==> src/rtl/tri_timer_pkg.sv <==
package tri_timer_pkg;
   localparam int NUM_CH   = 3;
   localparam int CH_STEP  = 4;
   localparam int OFF_CLK  = 'h00;
   localparam int OFF_CTL  = 'h0C;
   localparam int OFF_VAL  = 'h18;
   localparam int OFF_IVL  = 'h24;
   localparam int OFF_STS  = 'h54;
   localparam int OFF_IEN  = 'h60;
   localparam int BUS_W    = 32;

   // bit 5 source select, bits 4:1 exponent, bit 0 divider enable
   typedef struct packed {
      logic       alt_src;
      logic [3:0] exp;
      logic       div_en;
   } clk_cfg_t;
endpackage

==> src/rtl/tri_timer_presc.sv <==
module tri_timer_presc #(
   parameter int PRESC_W = 16
) (
   input  logic       clk,
   input  logic       rst_n,
   input  logic       clr,
   input  logic       step,
   input  logic       div_en,
   input  logic [3:0] exp,
   output logic       tick
);
   localparam int MASK_W = PRESC_W + 1;

   if (PRESC_W < 16) begin : g_bad_presc
      $error("tri_timer_presc: PRESC_W must be at least 16");
   end

   logic [PRESC_W-1:0] pc_q;
   logic [MASK_W-1:0]  mask_full;
   logic [PRESC_W-1:0] mask;
   logic               full;

   always_comb begin
      mask_full = (MASK_W'(2) << exp) - MASK_W'(1);
      mask      = mask_full[PRESC_W-1:0];
      full      = (pc_q & mask) == mask;
      tick      = step & (div_en ? full : 1'b1);
   end

   always_ff @(posedge clk) begin
      if (!rst_n)              pc_q <= '0;
      else if (clr)            pc_q <= '0;
      else if (step && div_en) pc_q <= pc_q + PRESC_W'(1);
   end
endmodule

==> src/rtl/tri_timer_chan.sv <==
module tri_timer_chan
   import tri_timer_pkg::*;
#(
   parameter int CNT_W   = 16,
   parameter int PRESC_W = 16
) (
   input  logic             clk,
   input  logic             rst_n,
   input  clk_cfg_t         cfg,
   input  logic             stop,
   input  logic             ival_mode,
   input  logic             clr,
   input  logic [CNT_W-1:0] ival,
   input  logic             alt_tick,
   input  logic             sts_rd,
   output logic [CNT_W-1:0] count,
   output logic [1:0]       sts
);
   logic [CNT_W-1:0] cnt_q;
   logic [1:0]       sts_q;
   logic             step, tick, hit, wrap, set_int, set_ovf;

   assign step = ~stop & (cfg.alt_src ? alt_tick : 1'b1);

   tri_timer_presc #(.PRESC_W(PRESC_W)) u_presc (
      .clk    (clk),
      .rst_n  (rst_n),
      .clr    (clr),
      .step   (step),
      .div_en (cfg.div_en),
      .exp    (cfg.exp),
      .tick   (tick)
   );

   always_comb begin
      hit     = ival_mode & (cnt_q == ival);
      wrap    = &cnt_q;
      set_int = tick & hit & ~clr;
      set_ovf = tick & ~hit & wrap & ~clr;
   end

   always_ff @(posedge clk) begin
      if (!rst_n)           cnt_q <= '0;
      else if (clr)         cnt_q <= '0;
      else if (tick) begin
         if (hit || wrap)   cnt_q <= '0;
         else               cnt_q <= cnt_q + CNT_W'(1);
      end
   end

   // a flag raised in the read cycle survives the clear
   always_ff @(posedge clk) begin
      if (!rst_n) sts_q <= '0;
      else        sts_q <= (sts_rd ? 2'b00 : sts_q) | {set_ovf, set_int};
   end

   assign count = cnt_q;
   assign sts   = sts_q;
endmodule

==> src/rtl/tri_timer.sv <==
module tri_timer
   import tri_timer_pkg::*;
#(
   parameter int CNT_W   = 16,
   parameter int ADDR_W  = 8,
   parameter int PRESC_W = 16
) (
   input  logic              clk,
   input  logic              rst_n,
   input  logic [ADDR_W-1:0] bus_addr,
   input  logic              bus_wr,
   input  logic [31:0]       bus_wdata,
   input  logic              bus_rd,
   output logic [31:0]       bus_rdata,
   input  logic              alt_tick,
   output logic [2:0]        irq
);
   if (!(CNT_W == 16 || CNT_W == 32)) begin : g_bad_width
      $error("tri_timer: CNT_W must be 16 or 32");
   end
   if (ADDR_W < 7) begin : g_bad_addr
      $error("tri_timer: ADDR_W too narrow for the register map");
   end

   clk_cfg_t [NUM_CH-1:0]              cfg_a;
   logic     [NUM_CH-1:0]              stop_a, mode_a;
   logic     [NUM_CH-1:0][CNT_W-1:0]   ival_a, ch_count;
   logic     [NUM_CH-1:0][1:0]         ien_a, ch_sts;

   for (genvar ch = 0; ch < NUM_CH; ch++) begin : g_ch
      localparam int ST = CH_STEP * ch;
      logic             w_clk, w_ctl, w_ivl, w_ien, clr, sts_rd;
      clk_cfg_t         cfg_q;
      logic             stop_q, mode_q;
      logic [CNT_W-1:0] ival_q;
      logic [1:0]       ien_q;

      always_comb begin
         w_clk  = bus_wr & (bus_addr == ADDR_W'(OFF_CLK + ST));
         w_ctl  = bus_wr & (bus_addr == ADDR_W'(OFF_CTL + ST));
         w_ivl  = bus_wr & (bus_addr == ADDR_W'(OFF_IVL + ST));
         w_ien  = bus_wr & (bus_addr == ADDR_W'(OFF_IEN + ST));
         clr    = w_ctl & bus_wdata[4];
         sts_rd = bus_rd & (bus_addr == ADDR_W'(OFF_STS + ST));
      end

      always_ff @(posedge clk) begin
         if (!rst_n) begin
            cfg_q  <= '0;
            stop_q <= 1'b1;
            mode_q <= 1'b0;
            ival_q <= '0;
            ien_q  <= '0;
         end else begin
            if (w_clk) cfg_q <= clk_cfg_t'(bus_wdata[5:0]);
            if (w_ctl) begin
               stop_q <= bus_wdata[0];
               mode_q <= bus_wdata[1];
            end
            if (w_ivl) ival_q <= bus_wdata[CNT_W-1:0];
            if (w_ien) ien_q  <= {bus_wdata[4], bus_wdata[0]};
         end
      end

      tri_timer_chan #(.CNT_W(CNT_W), .PRESC_W(PRESC_W)) u_chan (
         .clk       (clk),
         .rst_n     (rst_n),
         .cfg       (cfg_q),
         .stop      (stop_q),
         .ival_mode (mode_q),
         .clr       (clr),
         .ival      (ival_q),
         .alt_tick  (alt_tick),
         .sts_rd    (sts_rd),
         .count     (ch_count[ch]),
         .sts       (ch_sts[ch])
      );

      assign cfg_a[ch]  = cfg_q;
      assign stop_a[ch] = stop_q;
      assign mode_a[ch] = mode_q;
      assign ival_a[ch] = ival_q;
      assign ien_a[ch]  = ien_q;
      assign irq[ch]    = |(ch_sts[ch] & ien_q);
   end

   always_comb begin
      bus_rdata = '0;
      for (int ch = 0; ch < NUM_CH; ch++) begin
         if (bus_addr == ADDR_W'(OFF_CLK + CH_STEP*ch)) bus_rdata = {26'b0, cfg_a[ch]};
         if (bus_addr == ADDR_W'(OFF_CTL + CH_STEP*ch)) bus_rdata = {30'b0, mode_a[ch], stop_a[ch]};
         if (bus_addr == ADDR_W'(OFF_VAL + CH_STEP*ch)) bus_rdata = BUS_W'(ch_count[ch]);
         if (bus_addr == ADDR_W'(OFF_IVL + CH_STEP*ch)) bus_rdata = BUS_W'(ival_a[ch]);
         if (bus_addr == ADDR_W'(OFF_STS + CH_STEP*ch)) bus_rdata = {27'b0, ch_sts[ch][1], 3'b0, ch_sts[ch][0]};
         if (bus_addr == ADDR_W'(OFF_IEN + CH_STEP*ch)) bus_rdata = {27'b0, ien_a[ch][1], 3'b0, ien_a[ch][0]};
      end
   end
endmodule

==> config.mk <==
export PLATFORM = sky130hd
export DESIGN_NAME = tri_timer
export DESIGN_NICKNAME = d
export VERILOG_FILES = /design/src/rtl/tri_timer_pkg.sv /design/src/rtl/tri_timer_presc.sv /design/src/rtl/tri_timer_chan.sv /design/src/rtl/tri_timer.sv
export SDC_FILE = /design/constraint.sdc
export NUM_CORES = 1
export LEC_CHECK = 0
export BUFFER_PORTS_ARGS = -buffer_cell sky130_fd_sc_hd__buf_4
export CORE_AREA = 2 2 136 205
export CTS_CLUSTER_DIAMETER = 40
export DETAILED_ROUTE_END_ITERATION = 12
export DIE_AREA = 0 0 138 207
export PLACE_DENSITY = 0.58
export RECOVER_POWER = 100
export SYNTH_ARGS = -nofsm -noshare
export SYNTH_HDL_FRONTEND = slang
export SYNTH_SLANG_ARGS = --single-unit
==> constraint.sdc <==
create_clock -name clk -period 4.47 [get_ports clk]
set_clock_uncertainty 0.15 [all_clocks]
set_input_delay 0 -clock clk [delete_from_list [all_inputs] [get_ports clk]]
set_output_delay 0 -clock clk [all_outputs]
set_load 0.02 [all_outputs]
-- Word level (Yosys, flattened, before mapping)
Cells that the tools add are included.
- $add $sub $neg: 9
- eq/ne operators: 23
- shifts and indexed selects: 3
- mux-type cells: 30
- bitwise logic cells: 61
- reductions and logical operators: 16
- operators with widths (kind ; count):
    2-to-1 mux 32 bit ; 17
    adder 16 x 1 -> 16 bit (second input constant) ; 6
    equality test 16 bit ; 6
    bitwise AND 16 bit ; 3
    equality test 8 x 7 -> 1 bit (second input constant) ; 6
    2-to-1 mux 16 bit ; 3
    AND reduction 16 bit ; 3
    << shifter 2 x 4 -> 16 bit (first input constant) ; 3
    subtractor 16 x 2 -> 16 bit (second input constant) ; 3
    bitwise AND 1 bit ; 42
    equality test 8 x 5 -> 1 bit (second input constant) ; 4
    equality test 8 x 6 -> 1 bit (second input constant) ; 4
    equality test 8 x 4 -> 1 bit (second input constant) ; 2
    OR reduction 2 bit ; 6
    inverter 1 bit ; 10
    equality test 8 x 3 -> 1 bit (second input constant) ; 1
    zero test 8 bit ; 1
    bitwise AND 2 bit ; 3
    2-to-1 mux 1 bit ; 6
    2-to-1 mux 2 bit ; 3
    2-to-1 mux 6 bit ; 1
    bitwise OR 2 bit ; 3
    logical AND 1 bit ; 3
    logical OR 1 bit ; 3
- bits in registers: 180
- input bits: 45
- output and inout port bits: 35
- word-level logic and storage cells: 172

-- Logic depth before layout (Yosys ltp)
Gate-level depths: netlist (run 1).
- depth in word-level cells: 19
- depth in mapped cells: 13
- depth with buffers taken out: 10

-- Cells and area by module
From an unflattened synthesis (run 1), not the netlist that was laid out.
- cells, all modules: 1358
- area, all modules: 10958.0 sq um
- modules (own cells, without submodules) (module ; times used ; cells each ; area each (sq um) ; sequential area each (sq um)):
    tri_timer ; 1 ; 594 ; 4668.2 ; 1561.5
    tri_timer_chan ; 3 ; 123 ; 1033.5 ; 360.3
    tri_timer_presc (g_ch[1].u_chan.u_presc ...) ; 2 ; 132 ; 1071.0 ; 320.3
    tri_timer_presc (g_ch[0].u_chan.u_presc) ; 1 ; 131 ; 1047.3 ; 320.3

-- Worst setup path before layout (run 1)
OpenSTA, ideal clock, no wires.
- path kind: register -> register
- start: reg g_ch[0].cfg_q (netlist bit cfg_a[4])
- end: reg g_ch[0].u_chan.cnt_q[14]
- setup time: 0.071 ns
- arrival: 3.234 ns
- required time: 4.249 ns
- path slack: 1.015 ns
- stages on the path, launching flop included: 13
- buffers on the path: 2
- period minus slack after synthesis: 3.455 ns
- cell sequence: dfxtp_1 > clkbuf_1 > nor2_1 > nand2_1 > ha_1 > o311ai_0 > o2111a_1 > a2111o_1 > or4_4 > o31a_1 > buf_6 > or4_1 > a21oi_1
- cells in the longest elaborated chain, start to end: 6
- ends and longest elaborated chain (item ; RTL line ; source):
    start: declaration ; tri_timer.sv:33 ; clk_cfg_t cfg_q;
    start signal: assignment ; tri_timer.sv:55 ; if (w_clk) cfg_q <= clk_cfg_t'(bus_wdata[5:0]);
    << shifter 2 x 4 -> 16 bit * ; tri_timer_presc.sv:24 ; mask_full = (MASK_W'(2) << exp) - MASK_W'(1);
    subtractor 16 x 2 -> 16 bit * ; tri_timer_presc.sv:24 ;
    bitwise AND 16 bit ; tri_timer_presc.sv:26 ; full = (pc_q & mask) == mask;
    equality test 16 bit * ; tri_timer_presc.sv:26 ;
    2-to-1 mux 1 bit * ; tri_timer_presc.sv:27 ; tick = step & (div_en ? full : 1'b1);
    bitwise AND 1 bit * ; tri_timer_presc.sv:27 ;
    end signal: assignment ; tri_timer_chan.sv:47 ; else cnt_q <= cnt_q + CNT_W'(1);
    end: declaration ; tri_timer_chan.sv:19 ; logic [CNT_W-1:0] cnt_q;
Every way passes the cells marked *; elsewhere a longest branch is shown, timed or not.
A chain may end at the register's enable or synchronous reset.

-- Final worst setup path (run 1)
- start: reg g_ch[0].cfg_q (netlist bit cfg_a[2])
- end: reg g_ch[0].u_chan.cnt_q[4]
The elaborated chain is that of the path after synthesis.

==> results.toml, run 1 <==
[outcome]
status = "complete, no violations"

[route]
topRoutingLayerUsed = "met4"
wl_per_cell_um = 19.2
drc = 0
met2WireLength_um = 16000
drtAntennaViolNets = 0
firstDrtPassIters = 6
drt_iter0_markers = 961
viasPerCell = 5.80
wirelength_um = 33100
wl_met1_um = 13900
num_vias = 10000
met3_length_um = 1140

[cts]
cts_buffer_depth = 2
ctsResizeCount = 0
clock-sinks = 180
cts_buffers = 17
path_clk_slew_ps = 70
worstSkewPairLatency_ps = 450
cts_tree = "done"
htreeDepth = 4
cts-root-buf = "clkbuf_16"

[worst_setup_path]
critPathMaxFanout = 23
arrival_ps = 4160
critPathBufInv = 0
endpoint_kind = "register"
path_class = "reg -> reg"
slowest_delay_ps = 620
path_delay_family = "compound AO/OA/AOI/OAI gates"
cp-start-kind = "register"
crit_chain = "nor2_4, nand3b_1, ha_1, o311ai_0, o2111a_1, a2111o_1, or4_1, o31a_1, or4_1, a21oi_1"
cp.required_ps = 4680
critPathSlowestCell = "dfxtp_1"
cp_common_cell = "or4_1"

[synth]
synth-seq-cells = 180
synth_enable_flop_cells = 0
synth_top_area_cell = "dfxtp_1"
synth_top_area_share_pct = 34.1
yosysSeqAreaShare_pct = 34.1
netlist_top_cells_area = "dfxtp_1 (34%), nand2_1 (6.1%), a21boi_0 (5.5%)"
synth_area_mm2 = 0.0106
yosys_warnings = 0
async_flop_share_pct = 0
ys_types = 75
ys.flop_type = "dfxtp_1"
synthCells = 1352
syn_avg_cell_area_um2 = 7.81

[layout]
area_growth_pct = 11.6
final_common_cell = "dfxtp_1"
final_cell_mix = "dfxtp_1 (180), nand2_1 (173), nor2_1 (113)"
final_cells = 1725
n_antenna_cell = 0
layout.nets = 1424
drive_gt1_share_pct = 6.65

[timing]
rsz0062_at_grt = "false"
finalHoldViolCount = 0
tightest_slew_ps = 1450
finalCritPeriodShare_pct = 88.3
maxSlewHeadroom_pct = 3.37
period_needed_ps = 3950
fmax_mhz = 253
setup_violations = 0
setup_tns_ps = 0
drv_slew = 0

[placed_design]
io_buffer_count = 47
dp_cells = 1670
gp_congestion = 0.882
post-dp-hpwl_um = 23800

[worst_hold_path]
hp-class = "in -> reg"

[floorplanning]
core_area_mm2 = 0.0269
fp.dieArea_mm2 = 0.0286
rows = 74
initial_core_util_pct = 39.3
die-height_um = 207
ios = 80
die_x_um = 138

[pwr]
power-per-cell-area_mw_per_mm2 = 278
irDropWorstVdd_v = 0.000215
finalPower_mw = 3.28
p_leak_nw = 3.92

[global_routing]
antenna_found_initial = 0
grt_start_max_net_pins = 54
grt_overflow = 0
grt_pass1_vias = 9209
grt_pass1_wl_um = 51500
grt_use_total_pct = 22.5

[run]
max-cap-violations = 0
[registers in the layout, summed over array words and instances, names as in the netlist]
signal,flops
g_ch.ival_q,48
g_ch.u_chan.count,48
g_ch.u_chan.u_presc.pc_q,48
cfg_a,18
g_ch.ien_q,6
g_ch.u_chan.sts,6
g_ch.mode_q,3
g_ch.stop_q,3
[worst paths after layout]
| path | start | to | slack [ps] | cells after the start |
|---|---|---|---|---|
| worst min register to register | cfg_a[12]$_SDFFE_PN0P_ | cfg_a[12]$_SDFFE_PN0P_ | 340 | 2 |
| worst max register to register | cfg_a[2]$_SDFFE_PN0P_ | g_ch[0].u_chan.count[4]$_SDFFE_PP0P_ | 520 | 10 |
| worst min-delay path | bus_addr[2] | g_ch[0].stop_q$_SDFFE_PN1P_ | 40 | 5 |
| worst max-delay path | cfg_a[2]$_SDFFE_PN0P_ | g_ch[0].u_chan.count[4]$_SDFFE_PP0P_ | 520 | 10 |
[kinds of logic after synthesis]
| family | Yosys count | share of synthesized area (%) |
|---|---|---|
| flip-flops | 180 | 34.1 |
| XOR/XNOR | 97 | 8.04 |
| AND/OR/NAND/NOR | 574 | 27.1 |
| other | 1 | 0.0355 |
| multiplexers | 15 | 1.43 |
| adder cells (fa/ha/maj) | 10 | 1.16 |
| buffers and inverters | 138 | 5.63 |
| AO/OA/AOI/OAI | 337 | 22.5 |
[stage by stage]
step                setup slack [ps]  hold slack (ps)  util (%)  area, µm²
floorplan                       1010            -5.09         -      10600
global placement                 712              133      41.3      11100
detailed placement               648              138      41.3      11100
CTS                              625             12.4      44.3      11900
global route                     396             59.6      43.9      11800
finish                           525             44.3      43.9      11800
[cell type report]
class                      count  area [µm²]
sequential                   180        3600
clock inverter                14         135
inverter                      29         109
fill                        2769       15100
tap                          342         428
clock buffer                  18         439
timing repair buffer          93         651
multi-input combinational   1049        6420
[where the power goes]
group | total (mW) | internal (mW) | switching (mW)
registers | 1.60 | 1.60 | 0.00144
clock network | 1.52 | 0.834 | 0.688
logic | 0.152 | 0.0520 | 0.100
total | 3.28 | 2.49 | 0.789
[what timing repair did]
action,in CTS,in global routing
hold buffers,23,0
endpoints found under the hold margin,84,0
buffers inserted,0,0
[synth_stat cells, types with 9 or more instances]
cell type  count
dfxtp_1      180
nand2_1      173
nor2_1       113
nand3_1       94
clkbuf_1      86
a21boi_0      77
a21oi_1       54
xor2_1        51
o21ai_0       46
xnor2_1       46
a22oi_1       37
inv_1         29
nand4_1       24
nor3_1        23
nor4_1        22
nor2b_1       18
and3_1        17
buf_4         16
or3_1         15
mux2i_1       14
or4_1         13
a31oi_1       12
o21a_1        11
a32oi_1       10
a22o_1         9
ha_1           9
nand2b_1       9
[metal layers]
metal | track usage [%] | vias up
li1 | - | 4885
met1 | 26.1 | 4755
met2 | 38.4 | 286
met3 | 3.93 | 78
met4 | 14.0 | 0
met5 | 0 | -
[worst reg2reg max path, cell delays in order (launching register included)]
cell and delay [ps]:
dfxtp_1 620, nor2_4 100, nand3b_1 110, ha_1 280
o311ai_0 140, o2111a_1 170, a2111o_1 360, or4_1 580
o31a_1 600, or4_1 610, a21oi_1 150
No activity file was read; power rests on OpenSTA's default activity.
==> run 2: changes to the inputs <==
--- a/config.mk
+++ b/config.mk
@@ -6,11 +6,11 @@
 export NUM_CORES = 1
 export LEC_CHECK = 0
 export BUFFER_PORTS_ARGS = -buffer_cell sky130_fd_sc_hd__buf_4
-export CORE_AREA = 2 2 136 205
+export CORE_AREA = 2 2 140 210
 export CTS_CLUSTER_DIAMETER = 40
 export DETAILED_ROUTE_END_ITERATION = 12
-export DIE_AREA = 0 0 138 207
-export PLACE_DENSITY = 0.58
+export DIE_AREA = 0 0 142 212
+export PLACE_DENSITY = 0.56
 export RECOVER_POWER = 100
 export SYNTH_ARGS = -nofsm -noshare
 export SYNTH_HDL_FRONTEND = slang
==> run 2 against run 1 <==
  * Clock power up 3%
  * Sequential cell count unchanged
  * Routed wire length up 0.49%
  * Sequential power barely moved
  * Register-to-register slack about the same
  * First-iteration DRC count down 6.2%
  * Critical path type unchanged
==> results.toml, run 2 (synthesis gave the netlist of run 1 again) <==
[route]
topRoutingLayerUsed = "met4"
viasPerCell = 5.80
firstDrtPassIters = 6
wl_per_cell_um = 19.2
num_vias = 10100
met3_length_um = 1140
wl_met1_um = 13800
drc = 0
drtAntennaViolNets = 0
drt_iter0_markers = 901
wirelength_um = 33300
met2WireLength_um = 16400

[timing]
fmax_mhz = 253
period_needed_ps = 3960
drv_slew = 0
finalHoldViolCount = 0
setup_violations = 0
rsz0062_at_grt = "false"
finalWorstSetupSlack_ps = 514
tightest_slew_ps = 1460
finalCritPeriodShare_pct = 88.5
maxSlewHeadroom_pct = 2.95
setup_tns_ps = 0

[placed_design]
gp_congestion = 0.886
post-dp-hpwl_um = 24100
dpl_worst_slack_ps = 650
io_buffer_count = 47

[layout]
area_growth_pct = 11.8
final_common_cell = "dfxtp_1"
nFillCells = 2959
layout.nets = 1425
n_antenna_cell = 0
drive_gt1_share_pct = 6.22
final_cell_mix = "dfxtp_1 (180), nand2_1 (173), nor2_1 (114)"

[worst_setup_path]
cp.required_ps = 4700
worstReg2RegStart = "cfg_a[2]$_SDFFE_PN0P_"
path_class = "reg -> reg"
r2r-end = "g_ch[0].u_chan.count[12]$_SDFFE_PP0P_"
cp-start-kind = "register"
endpoint_kind = "register"
reg2reg_slack_ps = 510
critPathMaxFanout = 23
r2r_cells = 10
arrival_ps = 4180

[worst_hold_path]
min-delay-start = "bus_addr[5]"
hp-class = "in -> reg"
min_to = "g_ch[2].mode_q$_SDFFE_PN0P_"
holdPathStages = 5

[global_routing]
grt_start_max_net_pins = 54
grt_overflow = 0
antenna_found_initial = 0
grt_pass1_vias = 9506
grt_pass1_wl_um = 52400
grt_use_total_pct = 22.4

[pwr]
p_leak_nw = 3.92
power-per-cell-area_mw_per_mm2 = 281
irDropWorstVdd_v = 0.000237

[floorplanning]
core_area_mm2 = 0.0284
rows = 76
die_x_um = 142
fp.dieArea_mm2 = 0.0301
ios = 80
initial_core_util_pct = 37.2
die-height_um = 212

[cts]
cts_buffers = 17
worstSkewPairLatency_ps = 450
cts_tree = "done"
clock-sinks = 180
post_cts_buffers = 0
htreeDepth = 4
cts-root-buf = "clkbuf_16"
cts_buffer_depth = 2
path_clk_slew_ps = 70

[outcome]
status = "complete, no violations"

[run]
max-cap-violations = 0
[run 2: changes by cell type in the layout (fill, tap and decap cells not counted), sizes merged, moves of 2 or more]
cell and delta:
buf -2, clkbuf +5, inv -2, clkinv -5
[run 2: where the power goes]
part	internal (mW)	switching, mW
Clock	0.900	0.665
Sequential	1.60	0.00143
Combinational	0.0508	0.0995
Total	2.55	0.766
[run 2: critical path: stages (launching register included)]
cell and delay, ps:
dfxtp_1 580, nor2_1 190, nand3b_1 130, ha_1 270, o311ai_0 140, o2111a_1 170, a2111o_1 360, or4_1 570
o31a_1 580, or4_1 590, a21oi_1 150
[run 2: through the flow]
step | power, mW | cells | hold slack [ps] | cell area (µm²) | util (%)
final | 3.32 | 1733 | 62.5 | 11800 | 41.6
after global routing | 3.43 | 1733 | 81.7 | 11800 | 41.6
after CTS | 3.36 | 1733 | 16.6 | 11900 | 42.0
after detailed placement | 1.78 | 1679 | 139 | 11100 | 39.1
after global placement | 1.78 | 1679 | 135 | 11100 | 39.1
after floorplan | 1.73 | 1367 | -5.09 | 10600 | -
[run 2: final cells by class]
| cell class | count | area, µm² | share of cell area, % |
|---|---|---|---|
| Multi-Input combinational cell | 1049 | 6420 | 54.3 |
| Sequential cell | 180 | 3600 | 30.5 |
| Timing Repair Buffer | 94 | 654 | 5.54 |
| Clock buffer | 21 | 460 | 3.90 |
| Tap cell | 351 | 439 | 3.72 |
| Clock inverter | 9 | 130 | 1.10 |
| Inverter | 29 | 109 | 0.921 |
[run 2: repair_timing]
action                                 in CTS  in global routing
setup endpoints to repair                   0                  0
hold buffers                               24                  0
resized for setup                           0                  0
endpoints found under the hold margin      84                  0
[run 2: how the worst max path moves through the flow]
stage	slack [ps]	end	depth (start not counted)	start
CTS	620	g_ch[0].u_chan.count[11]$_SDFFE_PP0P_	10	cfg_a[2]$_SDFFE_PN0P_
detailed placement	650	g_ch[0].u_chan.count[14]$_SDFFE_PP0P_	10	cfg_a[2]$_SDFFE_PN0P_
global route	240	g_ch[0].u_chan.count[0]$_SDFFE_PP0P_	10	cfg_a[2]$_SDFFE_PN0P_
finish	510	g_ch[0].u_chan.count[12]$_SDFFE_PP0P_	10	cfg_a[2]$_SDFFE_PN0P_
global placement	720	g_ch[0].u_chan.count[14]$_SDFFE_PP0P_	10	cfg_a[2]$_SDFFE_PN0P_
floorplan	1010	g_ch[0].u_chan.count[14]$_SDFFE_PP0P_	12	cfg_a[4]$_SDFFE_PN0P_
[run 2: layer usage]
layer  vias up  global-route usage, %
li1       4899                      -
met1      4825                   26.8
met2       262                   37.9
met3        71                   3.02
met4         0                   13.3
met5         -                      0
